$ cat src/rtl/bus_err_pkg.sv
// Package: shared constants for the bus error status register.
// Assumes: one bit per error class, indexed as below; the status word
// also keeps the overflow flag at OVF_BIT.
package bus_err_pkg;

    localparam int unsigned ERR_W   = 4;   // number of error classes
    localparam int unsigned EN_W    = 3;   // number of interrupt enables
    localparam int unsigned OVF_BIT = 7;   // overflow position in status word

    // Bit position of each error class in the status word.
    typedef enum int unsigned {
        ERR_TMO  = 0,
        ERR_SERR = 1,
        ERR_MABT = 2,
        ERR_TABT = 3
    } err_idx_e;

    // Error classes that may drive the interrupt (time-out may not).
    localparam logic [ERR_W-1:0] IRQ_CAPABLE = 4'b1110;

    // Word offsets (byte address >> 2).
    localparam int unsigned CTRL_WORD = 0;
    localparam int unsigned STAT_WORD = 1;

endpackage

$ cat src/rtl/bus_err_flag_bank.sv
// Module: bus_err_flag_bank
// One sticky flag per error class. A flag sets on its event and clears
// on its clear request. Set has priority, so an error arriving in the
// same cycle as a clear survives.
// Assumes: events are single-cycle or level, and are synchronous to clk.
module bus_err_flag_bank #(
    parameter int unsigned ERR_W = 4
) (
    input  logic             clk,
    input  logic             rst_n,
    input  logic [ERR_W-1:0] err_evt,
    input  logic [ERR_W-1:0] clr_mask,
    output logic [ERR_W-1:0] flags
);

    for (genvar g = 0; g < ERR_W; g++) begin : g_flag
        // Purpose: hold one sticky flag with set-over-clear priority.
        always_ff @(posedge clk) begin
            if (!rst_n) begin
                flags[g] <= 1'b0;
            end else if (err_evt[g]) begin
                flags[g] <= 1'b1;
            end else if (clr_mask[g]) begin
                flags[g] <= 1'b0;
            end
        end
    end

endmodule

$ cat src/rtl/bus_err_ovf.sv
// Module: bus_err_ovf
// Overflow tracker. It sets when any event arrives while any error flag
// is already set, judged from the flag values before this edge. It
// clears on request, and a new overflow condition wins over the clear.
// Assumes: flags are the registered outputs of the flag bank.
module bus_err_ovf #(
    parameter int unsigned ERR_W = 4
) (
    input  logic             clk,
    input  logic             rst_n,
    input  logic [ERR_W-1:0] err_evt,
    input  logic [ERR_W-1:0] flags,
    input  logic             ovf_clr,
    output logic             ovf
);

    logic any_evt;
    logic any_pending;
    logic ovf_hit;

    // Purpose: detect a new error landing on a pending one.
    always_comb begin
        any_evt     = |err_evt;
        any_pending = |flags;
        ovf_hit     = any_evt && any_pending;
    end

    // Purpose: hold the overflow flag with set-over-clear priority.
    always_ff @(posedge clk) begin
        if (!rst_n) begin
            ovf <= 1'b0;
        end else if (ovf_hit) begin
            ovf <= 1'b1;
        end else if (ovf_clr) begin
            ovf <= 1'b0;
        end
    end

endmodule

$ cat src/rtl/bus_err_irq.sv
// Module: bus_err_irq
// Interrupt gating. Each interrupt-capable flag is ANDed with its
// enable, and the results are ORed into one level request. Classes
// outside CAPABLE are masked off.
// Assumes: en is aligned bit for bit with flags (non-capable bits unused).
module bus_err_irq #(
    parameter int unsigned      ERR_W   = 4,
    parameter logic [ERR_W-1:0] CAPABLE = '1
) (
    input  logic [ERR_W-1:0] flags,
    input  logic [ERR_W-1:0] en,
    output logic             irq
);

    logic [ERR_W-1:0] gated;

    for (genvar g = 0; g < ERR_W; g++) begin : g_gate
        if (CAPABLE[g]) begin : g_on
            // Purpose: pass this flag when its enable is set.
            always_comb gated[g] = flags[g] & en[g];
        end else begin : g_off
            // Purpose: this class never interrupts.
            always_comb gated[g] = 1'b0;
        end
    end

    // Purpose: merge every gated flag into the request line.
    always_comb irq = |gated;

endmodule

$ cat src/rtl/bus_err_regif.sv
// Module: bus_err_regif
// Register port. It decodes the word address, holds the enable bits,
// turns status writes into per-flag clear requests, and builds the
// read data.
// Assumes: every implemented bit sits below DATA_W; byte strobes gate
// every bit of their lane; reads have no side effects.
module bus_err_regif #(
    parameter int unsigned ADDR_W  = 4,
    parameter int unsigned DATA_W  = 32,
    parameter int unsigned ERR_W   = 4,
    parameter int unsigned EN_W    = 3,
    parameter int unsigned OVF_BIT = 7,
    parameter int unsigned CTRL_WD = 0,
    parameter int unsigned STAT_WD = 1
) (
    input  logic                clk,
    input  logic                rst_n,
    input  logic                wr_en,
    input  logic [ADDR_W-1:0]   addr,
    input  logic [DATA_W/8-1:0] wstrb,
    input  logic [DATA_W-1:0]   wdata,
    input  logic [ERR_W-1:0]    flags,
    input  logic                ovf,
    output logic [EN_W-1:0]     en,
    output logic [ERR_W-1:0]    clr_mask,
    output logic                ovf_clr,
    output logic [DATA_W-1:0]   rdata
);

    localparam int unsigned STRB_W = DATA_W / 8;
    localparam int unsigned WIDX_W = ADDR_W - 2;
    localparam logic [WIDX_W-1:0] CTRL_IDX = WIDX_W'(CTRL_WD);
    localparam logic [WIDX_W-1:0] STAT_IDX = WIDX_W'(STAT_WD);

    logic [WIDX_W-1:0] word_idx;
    logic              sel_ctrl;
    logic              sel_stat;
    logic [DATA_W-1:0] bit_mask;
    logic [DATA_W-1:0] wr_ones;

    // Purpose: widen each byte strobe to a mask over its eight bits.
    for (genvar b = 0; b < STRB_W; b++) begin : g_lane
        always_comb bit_mask[b*8 +: 8] = {8{wstrb[b]}};
    end

    // Purpose: decode which word the access targets.
    always_comb begin
        word_idx = addr[ADDR_W-1:2];
        sel_ctrl = (word_idx == CTRL_IDX);
        sel_stat = (word_idx == STAT_IDX);
        wr_ones  = wdata & bit_mask;
    end

    // Purpose: turn a status write into clear requests for the flags
    // whose written bits are 1.
    always_comb begin
        clr_mask = (wr_en && sel_stat) ? wr_ones[ERR_W-1:0] : '0;
        ovf_clr  = wr_en && sel_stat && wr_ones[OVF_BIT];
    end

    // Purpose: update the enable bits in the lanes whose strobes are set.
    always_ff @(posedge clk) begin
        if (!rst_n) begin
            en <= '0;
        end else if (wr_en && sel_ctrl) begin
            en <= (en & ~bit_mask[EN_W-1:0]) | wr_ones[EN_W-1:0];
        end
    end

    // Purpose: build the read data; unused bits and words return 0.
    always_comb begin
        rdata = '0;
        if (sel_ctrl) begin
            rdata[EN_W-1:0] = en;
        end else if (sel_stat) begin
            rdata[ERR_W-1:0] = flags;
            rdata[OVF_BIT]   = ovf;
        end
    end

endmodule

$ cat src/rtl/bus_err_status_top.sv
// Module: bus_err_status_top
// Bus error status and interrupt register for a host bridge. It
// captures four error classes into sticky write-one-to-clear flags,
// tracks overflow, and gates the PCI classes onto one level interrupt
// through per-class enables.
// Assumes: error inputs are synchronous to clk; the time-out counter and
// the interrupt controller are outside this block.
module bus_err_status_top #(
    parameter int unsigned ADDR_W = 4,
    parameter int unsigned DATA_W = 32
) (
    input  logic                clk,
    input  logic                rst_n,
    input  logic                reg_wr_en,
    input  logic [ADDR_W-1:0]   reg_addr,
    input  logic [DATA_W/8-1:0] reg_wstrb,
    input  logic [DATA_W-1:0]   reg_wdata,
    output logic [DATA_W-1:0]   reg_rdata,
    input  logic                evt_addr_timeout,
    input  logic                evt_sys_err,
    input  logic                evt_mst_abort,
    input  logic                evt_tgt_abort,
    output logic                irq_req
);

    import bus_err_pkg::*;

    logic [ERR_W-1:0] err_evt;
    logic [ERR_W-1:0] err_flags;
    logic [ERR_W-1:0] clr_mask;
    logic [EN_W-1:0]  irq_en;
    logic [ERR_W-1:0] irq_en_al;
    logic             ovf_flag;
    logic             ovf_clr;

    // Purpose: gather the error inputs by status bit position.
    always_comb begin
        err_evt           = '0;
        err_evt[ERR_TMO]  = evt_addr_timeout;
        err_evt[ERR_SERR] = evt_sys_err;
        err_evt[ERR_MABT] = evt_mst_abort;
        err_evt[ERR_TABT] = evt_tgt_abort;
    end

    // Purpose: line the enables up with the flags they gate.
    always_comb begin
        irq_en_al           = '0;
        irq_en_al[ERR_SERR] = irq_en[0];
        irq_en_al[ERR_MABT] = irq_en[1];
        irq_en_al[ERR_TABT] = irq_en[2];
    end

    bus_err_regif #(
        .ADDR_W  (ADDR_W),
        .DATA_W  (DATA_W),
        .ERR_W   (ERR_W),
        .EN_W    (EN_W),
        .OVF_BIT (OVF_BIT),
        .CTRL_WD (CTRL_WORD),
        .STAT_WD (STAT_WORD)
    ) u_regif (
        .clk      (clk),
        .rst_n    (rst_n),
        .wr_en    (reg_wr_en),
        .addr     (reg_addr),
        .wstrb    (reg_wstrb),
        .wdata    (reg_wdata),
        .flags    (err_flags),
        .ovf      (ovf_flag),
        .en       (irq_en),
        .clr_mask (clr_mask),
        .ovf_clr  (ovf_clr),
        .rdata    (reg_rdata)
    );

    bus_err_flag_bank #(
        .ERR_W (ERR_W)
    ) u_flags (
        .clk      (clk),
        .rst_n    (rst_n),
        .err_evt  (err_evt),
        .clr_mask (clr_mask),
        .flags    (err_flags)
    );

    bus_err_ovf #(
        .ERR_W (ERR_W)
    ) u_ovf (
        .clk     (clk),
        .rst_n   (rst_n),
        .err_evt (err_evt),
        .flags   (err_flags),
        .ovf_clr (ovf_clr),
        .ovf     (ovf_flag)
    );

    bus_err_irq #(
        .ERR_W   (ERR_W),
        .CAPABLE (IRQ_CAPABLE)
    ) u_irq (
        .flags (err_flags),
        .en    (irq_en_al),
        .irq   (irq_req)
    );

endmodule

$ cat config.mk
export PLATFORM = sky130hd
export DESIGN_NAME = bus_err_status_top
export DESIGN_NICKNAME = d
export VERILOG_FILES = /design/src/rtl/bus_err_pkg.sv /design/src/rtl/bus_err_flag_bank.sv /design/src/rtl/bus_err_ovf.sv /design/src/rtl/bus_err_irq.sv /design/src/rtl/bus_err_regif.sv /design/src/rtl/bus_err_status_top.sv
export SDC_FILE = /design/constraint.sdc
export NUM_CORES = 1
export LEC_CHECK = 0
export BUFFER_PORTS_ARGS = -buffer_cell sky130_fd_sc_hd__buf_4
export CAP_MARGIN = 20
export CORE_ASPECT_RATIO = 0.9
export CORE_MARGIN = 3
export CORE_UTILIZATION = 33
export CTS_BUF_LIST = sky130_fd_sc_hd__clkbuf_16
export DETAILED_ROUTE_END_ITERATION = 8
export PLACE_DENSITY = 0.84
export SKIP_LAST_GASP = 1
export SYNTH_ARGS = -nofsm -noshare
export SYNTH_HDL_FRONTEND = slang
export SYNTH_SLANG_ARGS = --single-unit
$ cat constraint.sdc
create_clock -name clk -period 2.42 [get_ports clk]
set_input_delay 0.121 -clock clk [delete_from_list [all_inputs] [get_ports clk]]
set_output_delay 0.121 -clock clk [all_outputs]
set_load 0.02 [all_outputs]
==> results of run 1 <==
-- critical path: cells and delay by family (launching register included) --
kind	cells	cell delay [ns]
flops	1	0.32
compound gates	1	0.35
buf+inv	2	0.23
-- metal layers --
| metal | up-vias | GRT usage, % | share of wire (%) | wire length, um |
|---|---|---|---|---|
| met5 | - | 0 | 0 | 0 |
| met4 | 0 | 8.06 | 2.2 | 25 |
| met3 | 3 | 4.85 | 15 | 177 |
| met2 | 35 | 16.7 | 49 | 568 |
| met1 | 217 | 9.83 | 34 | 390 |
| li1 | 230 | - | - | - |
-- layout make-up --
| type | instances | share of cell area [%] |
|---|---|---|
| multi-input combinational | 56 | 42.2 |
| sequential | 8 | 21.3 |
| timing repair buffer | 20 | 20.0 |
| clock buffer | 3 | 10.0 |
| tap | 24 | 4.00 |
| inverter | 5 | 2.50 |
-- logic make-up (layout without fill, tap and decap cells) --
group	count (synthesis)	after routing	synth area share, %
other cells	1	27	0.619
compound gates	12	12	13.0
buf+inv	33	28	37.4
mux	6	6	9.92
simple gates	11	11	12.6
flops	8	8	26.4
-- metrics by stage --
stage	setup slack, ns	util [%]	power, mW
floorplan	1.47	-	0.243
global placement	1.39	39.8	0.238
detailed placement	1.39	39.8	0.240
CTS	1.16	44.2	0.522
global route	1.09	44.2	0.538
finish	1.17	44.2	0.517
-- report_power, final --
group | total [mW] | switching, mW | internal, mW
logic | 0.0928 | 0.0611 | 0.0317
registers | 0.146 | 0.00603 | 0.140
clock network | 0.278 | 0.0652 | 0.213
-- placed cells by master, fill, tap and decap left out, drive strengths merged --
master and n:
a21boi 1, a222oi 1, a31oi 4, a41oi 1
and3b 2, and4b 1, and4bb 1, buf 20
clkbuf 3, conb 27, dfxtp 8, inv 5
mux2i 6, nor2 3, nor2b 3, nor4 1
o21a 1, o21ai 4
-- worst max-delay path by stage --
stage,from,end,slack (ns),cells past startpoint
final,flip-flop,irq_req,1.17,3
after global routing,flip-flop,irq_req,1.09,3
after CTS,flip-flop,irq_req,1.16,3
after detailed placement,reg_addr[3],u_ovf.ovf,1.39,4
after global placement,reg_addr[3],u_ovf.ovf,1.39,4
after floorplan,reg_addr[2],flip-flop,1.47,4
==> flow_summary_export.csv, run 1 <==
group,metric,value,unit
status,outcome,"finished clean",
clock_network,clock_sinks,8,
synth,synth_top_cells_by_count,"27 x buf_4, 8 x dfxtp_1, 6 x mux2i_1",
min_path,min_path_type,"in -> reg",
setup_path,critPathArrivalTime,1.13,ns
sta,drv_slew,0,
floorplan,rows,14,
clock_network,cts_buffers,3,
floorplan,io_pins,80,
sta,period_minus_slack,1.25,ns
final_layout,area_growth,24.0,%
clock_network,clock_path_buffers,2,
setup_path,slowest_stage,"a222oi_1",
floorplan,core-area,1700,um^2
synth,synth_area_leaders,"buf_4 33%, dfxtp_1 26%, mux2i_1 9.9%, a31oi_1 4.1%, o21ai_0 3.3%",
global_route,grt_pass1_wl,1620,um
final_layout,antenna_cells,0,
power,ir_worst_vdd,0.244,mV
synth,syn_inst,71,
setup_path,cp_max_fo,3,
clock_network,post_cts_buffers,0,
min_path,holdPathStages,2,
routing,viasPerCell,4.18,
placed_design,hpwl,937,um
clock_network,cts_hold_buf,0,
sta,finalCritPeriodShare,51.6,%
global_route,grt_use_total,10.1,%
synth,ys_seq_area_share,26.4,%
clock_network,clkTransAtPathRegs,0.04,ns
floorplan,die_area,2390,um^2
routing,route.detailed.drc,0,
routing,ant_nets,0,
sta,finalClockSkew,0.00262,ns
routing,wirelength,1160,um
setup_path,critical_path_class,"reg -> out",
clock_network,cts_resized,0,
routing,drt_iter0_drc,5,
synth,synth_cell_types,18,
sta,finalHoldViolCount,0,
floorplan,dieWidth,51.2,um
placed_design,numPortBuffers,20,
synth,synth_ff_type,"dfxtp_1",
global_route,grt_max_degree,9,
final_layout,n_fill_cell,163,
floorplan,die_h,46.6,um
synth,yosys_register_bits,8,
clock_network,cts.htree.levels,1,
setup_path,critPathRequiredTime,2.30,ns
final_layout,seqCellArea,160,um^2
synth,synth_top_area_share,33.5,%
synth,yosysMostFrequentCell,"buf_4",
power,power.density,689,nW/um^2
final_layout,multi_input_area,317,um^2
global_route,grt-ovfl-total,0,
setup_path,critPathCaptureType,"primary output",
sta,fmax,800,MHz
synth,netlist_area,606,um^2
setup_path,max_stage_delay,0.35,ns
final_layout,drive_gt1_share,26.1,%
sta,holdWs,0.0786,ns
placed_design,dpl-instance-area,676,um^2
routing,wl_per_cell,10.0,um
routing,drtPass1Iterations,4,
synth,synth_area_leader_cell,"buf_4",
final_layout,fin_cells,116,
setup_path,r2r_cells,3,
run,max-cap-violations,0,
setup_path,cp-start-kind,"flip-flop",
sta,tns,0,ns
global_route,grt_antenna_before_repair,0,
synth,avgSynthCellArea,8.53,um^2
setup_path,ff2ff_setup_slack,1.43,ns
synth,synth_edf_count,0,
sta,final-setup-viol-count,0,
clock_network,clk_latency,0.23,ns
placed_design,place_congestion,0.732,
synth,async_flop_share,0,%
final_layout,layout.nets,141,
setup_path,r2r_start,"u_flags.flags[3]",
routing,vias,485,
setup_path,reg2reg_to,"u_ovf.ovf",
synth,yosys_warnings,0,
global_route,grt_pass1_vias,400,
min_path,hold_end,"u_flags.flags[3]",
final_layout,final_cell_area,751,um^2
min_path,hp-start,"reg_wdata[3]",
clock_network,cts_tree,"done",
power,p_leak,0.395,nW
clock_network,cts_root_buf,"clkbuf_16",
floorplan,start_util,35.6,%
placed_design,dp.cells,113,
setup_path,path_cells,"a222oi_1 > inv_1 > buf_4",
sta,rsz0062_at_grt,"false",
No activity file was read; power rests on OpenSTA's default activity.
==> run 2: changes to the inputs <==
--- a/config.mk
+++ b/config.mk
@@ -9,10 +9,10 @@
 export CAP_MARGIN = 20
 export CORE_ASPECT_RATIO = 0.9
 export CORE_MARGIN = 3
-export CORE_UTILIZATION = 33
+export CORE_UTILIZATION = 28
 export CTS_BUF_LIST = sky130_fd_sc_hd__clkbuf_16
 export DETAILED_ROUTE_END_ITERATION = 8
-export PLACE_DENSITY = 0.84
+export PLACE_DENSITY = 0.76
 export SKIP_LAST_GASP = 1
 export SYNTH_ARGS = -nofsm -noshare
 export SYNTH_HDL_FRONTEND = slang
==> constraint.sdc (replaced) <==
create_clock -name clk -period 1.1 [get_ports clk]
set_input_delay 0.055 -clock clk [delete_from_list [all_inputs] [get_ports clk]]
set_output_delay 0.055 -clock clk [all_outputs]
set_load 0.02 [all_outputs]
==> flow_summary_export.csv, run 2 (same netlist as run 1, synthesis figures left out) <==
group,metric,value,unit
status,outcome,"finished, violations left",
status,violations,"negative setup slack",
setup_path,critPathRequiredTime,1.04,ns
clock_network,clock_path_buffers,2,
sta,fmax,862,MHz
setup_path,cp-start-kind,"flip-flop",
placed_design,dpl-instance-area,684,um^2
placed_design,hpwl,975,um
power,pwr-share-clk,53.1,%
clock_network,cts_tree,"done",
global_route,grt_use_total,9.30,%
routing,vias,487,
clock_network,cts.htree.levels,1,
final_layout,final_common_cell,"conb_1",
sta,tns,-0.0598,ns
power,pwr-share-comb,18.7,%
power,p_leak,0.407,nW
routing,wirelength,1200,um
power,power.density,1470,nW/um^2
setup_path,critPathCaptureType,"primary output",
placed_design,place_congestion,0.858,
final_layout,drive_gt1_share,28.7,%
floorplan,rows,15,
floorplan,core-area,1990,um^2
clock_network,clkTransAtPathRegs,0.04,ns
sta,finalHoldViolCount,0,
routing,wl_per_cell,10.1,um
clock_network,clk_latency,0.23,ns
sta,final-setup-viol-count,1,
clock_network,clock_sinks,8,
final_layout,n_fill_cell,211,
floorplan,io_pins,80,
power,seqPwrFrac,28.2,%
run,max-cap-violations,0,
power,p_sw_share,25.1,%
clock_network,cts_buffers,3,
global_route,grt_pass1_wl,1750,um
final_layout,final_cell_mix,"27 x conb_1, 21 x buf_4, 7 x dfxtp_1",
routing,drtPass1Iterations,4,
final_layout,final_cell_area,772,um^2
sta,finalCritPeriodShare,105,%
setup_path,critical_path_class,"reg -> out",
power,power.total,1.14,mW
sta,setup_ws,-0.0598,ns
power,intPower,852,uW
placed_design,place_ws,0.134,ns
setup_path,cp_max_fo,3,
sta,finalClockSkew,0.000935,ns
placed_design,dp.cells,115,
final_layout,fin_cells,119,
floorplan,dieWidth,55.0,um
routing,drt_iter0_drc,16,
sta,drv_slew,0,
power,switching_power,286,uW
final_layout,area_growth,27.5,%
sta,rsz0062_at_grt,"true",
final_layout,layout.nets,143,
final_layout,antenna_cells,0,
final_layout,fin_util,38.8,%
routing,viasPerCell,4.09,
min_path,min_path_type,"in -> reg",
routing,route.detailed.drc,0,
global_route,grt_max_degree,9,
floorplan,die_h,50.1,um
global_route,grt_antenna_before_repair,0,
routing,ant_nets,0,
global_route,grt_pass1_vias,422,
global_route,grt-ovfl-total,0,
power,ir_worst_vdd,0.735,mV
floorplan,start_util,30.4,%
placed_design,numPortBuffers,20,
sta,holdWs,0.0166,ns
setup_path,critPathArrivalTime,1.10,ns
sta,period_minus_slack,1.16,ns
floorplan,die_area,2760,um^2
clock_network,cts_root_buf,"clkbuf_16",
-- run 2: cell types whose count changed in the layout (fill, tap and decap cells not counted) --
cell     before  now
buf_4        20   21
buf_6         0    1
dfxtp_1       8    7
dfxtp_2       0    1
-- run 2: what timing repair did --
action	in CTS	in global routing
setup endpoints to repair	1	2
resized for setup	2	0
pin swaps	1	0
hold buffers	0	0
setup buffers	1	0
-- run 2: area by class of cell --
| cell class | count | area, um^2 | share of cell area (%) |
|---|---|---|---|
| inverters | 5 | 18.8 | 2.43 |
| multi-input cells | 56 | 317 | 41.0 |
| clock buffers | 3 | 75.1 | 9.72 |
| repair buffers | 22 | 169 | 21.9 |
| well taps | 25 | 31.3 | 4.05 |
| flip-flops and latches | 8 | 161 | 20.9 |
-- run 2: worst max-delay path, cell delays in order (launching register included) --
cell      delay, ns
dfxtp_1        0.32
a222oi_1       0.33
inv_1          0.09
buf_6          0.14
-- run 2: worst paths after layout --
check	startpoint	endpoint	slack, ns	cells after the start
worst min register to register	flip-flop	flip-flop	0.55	2
worst max register to register	u_flags.flags[3]	u_ovf.ovf	0.01	4
worst min-delay path	reg_wdata[3]	u_flags.flags[3]	0.02	2
worst max-delay path	flip-flop	irq_req	-0.06	3
-- run 2: per-layer routing --
layer,share of wire (%),track usage [%],up-vias,routed length [um]
met2,45,14.2,30,545
met5,0,0,-,0
met1,38,9.82,219,461
met4,2.6,7.29,0,31
met3,13,3.63,4,159
li1,-,-,234,-
-- run 2: power groups by stage --
stage | sequential, mW | combinational, mW | clock (mW)
floorplan | 0.322 | 0.212 | 0
global placement | 0.325 | 0.202 | 0
detailed placement | 0.326 | 0.205 | 0
CTS | 0.321 | 0.211 | 0.608
global route | 0.323 | 0.233 | 0.626
finish | 0.321 | 0.213 | 0.603
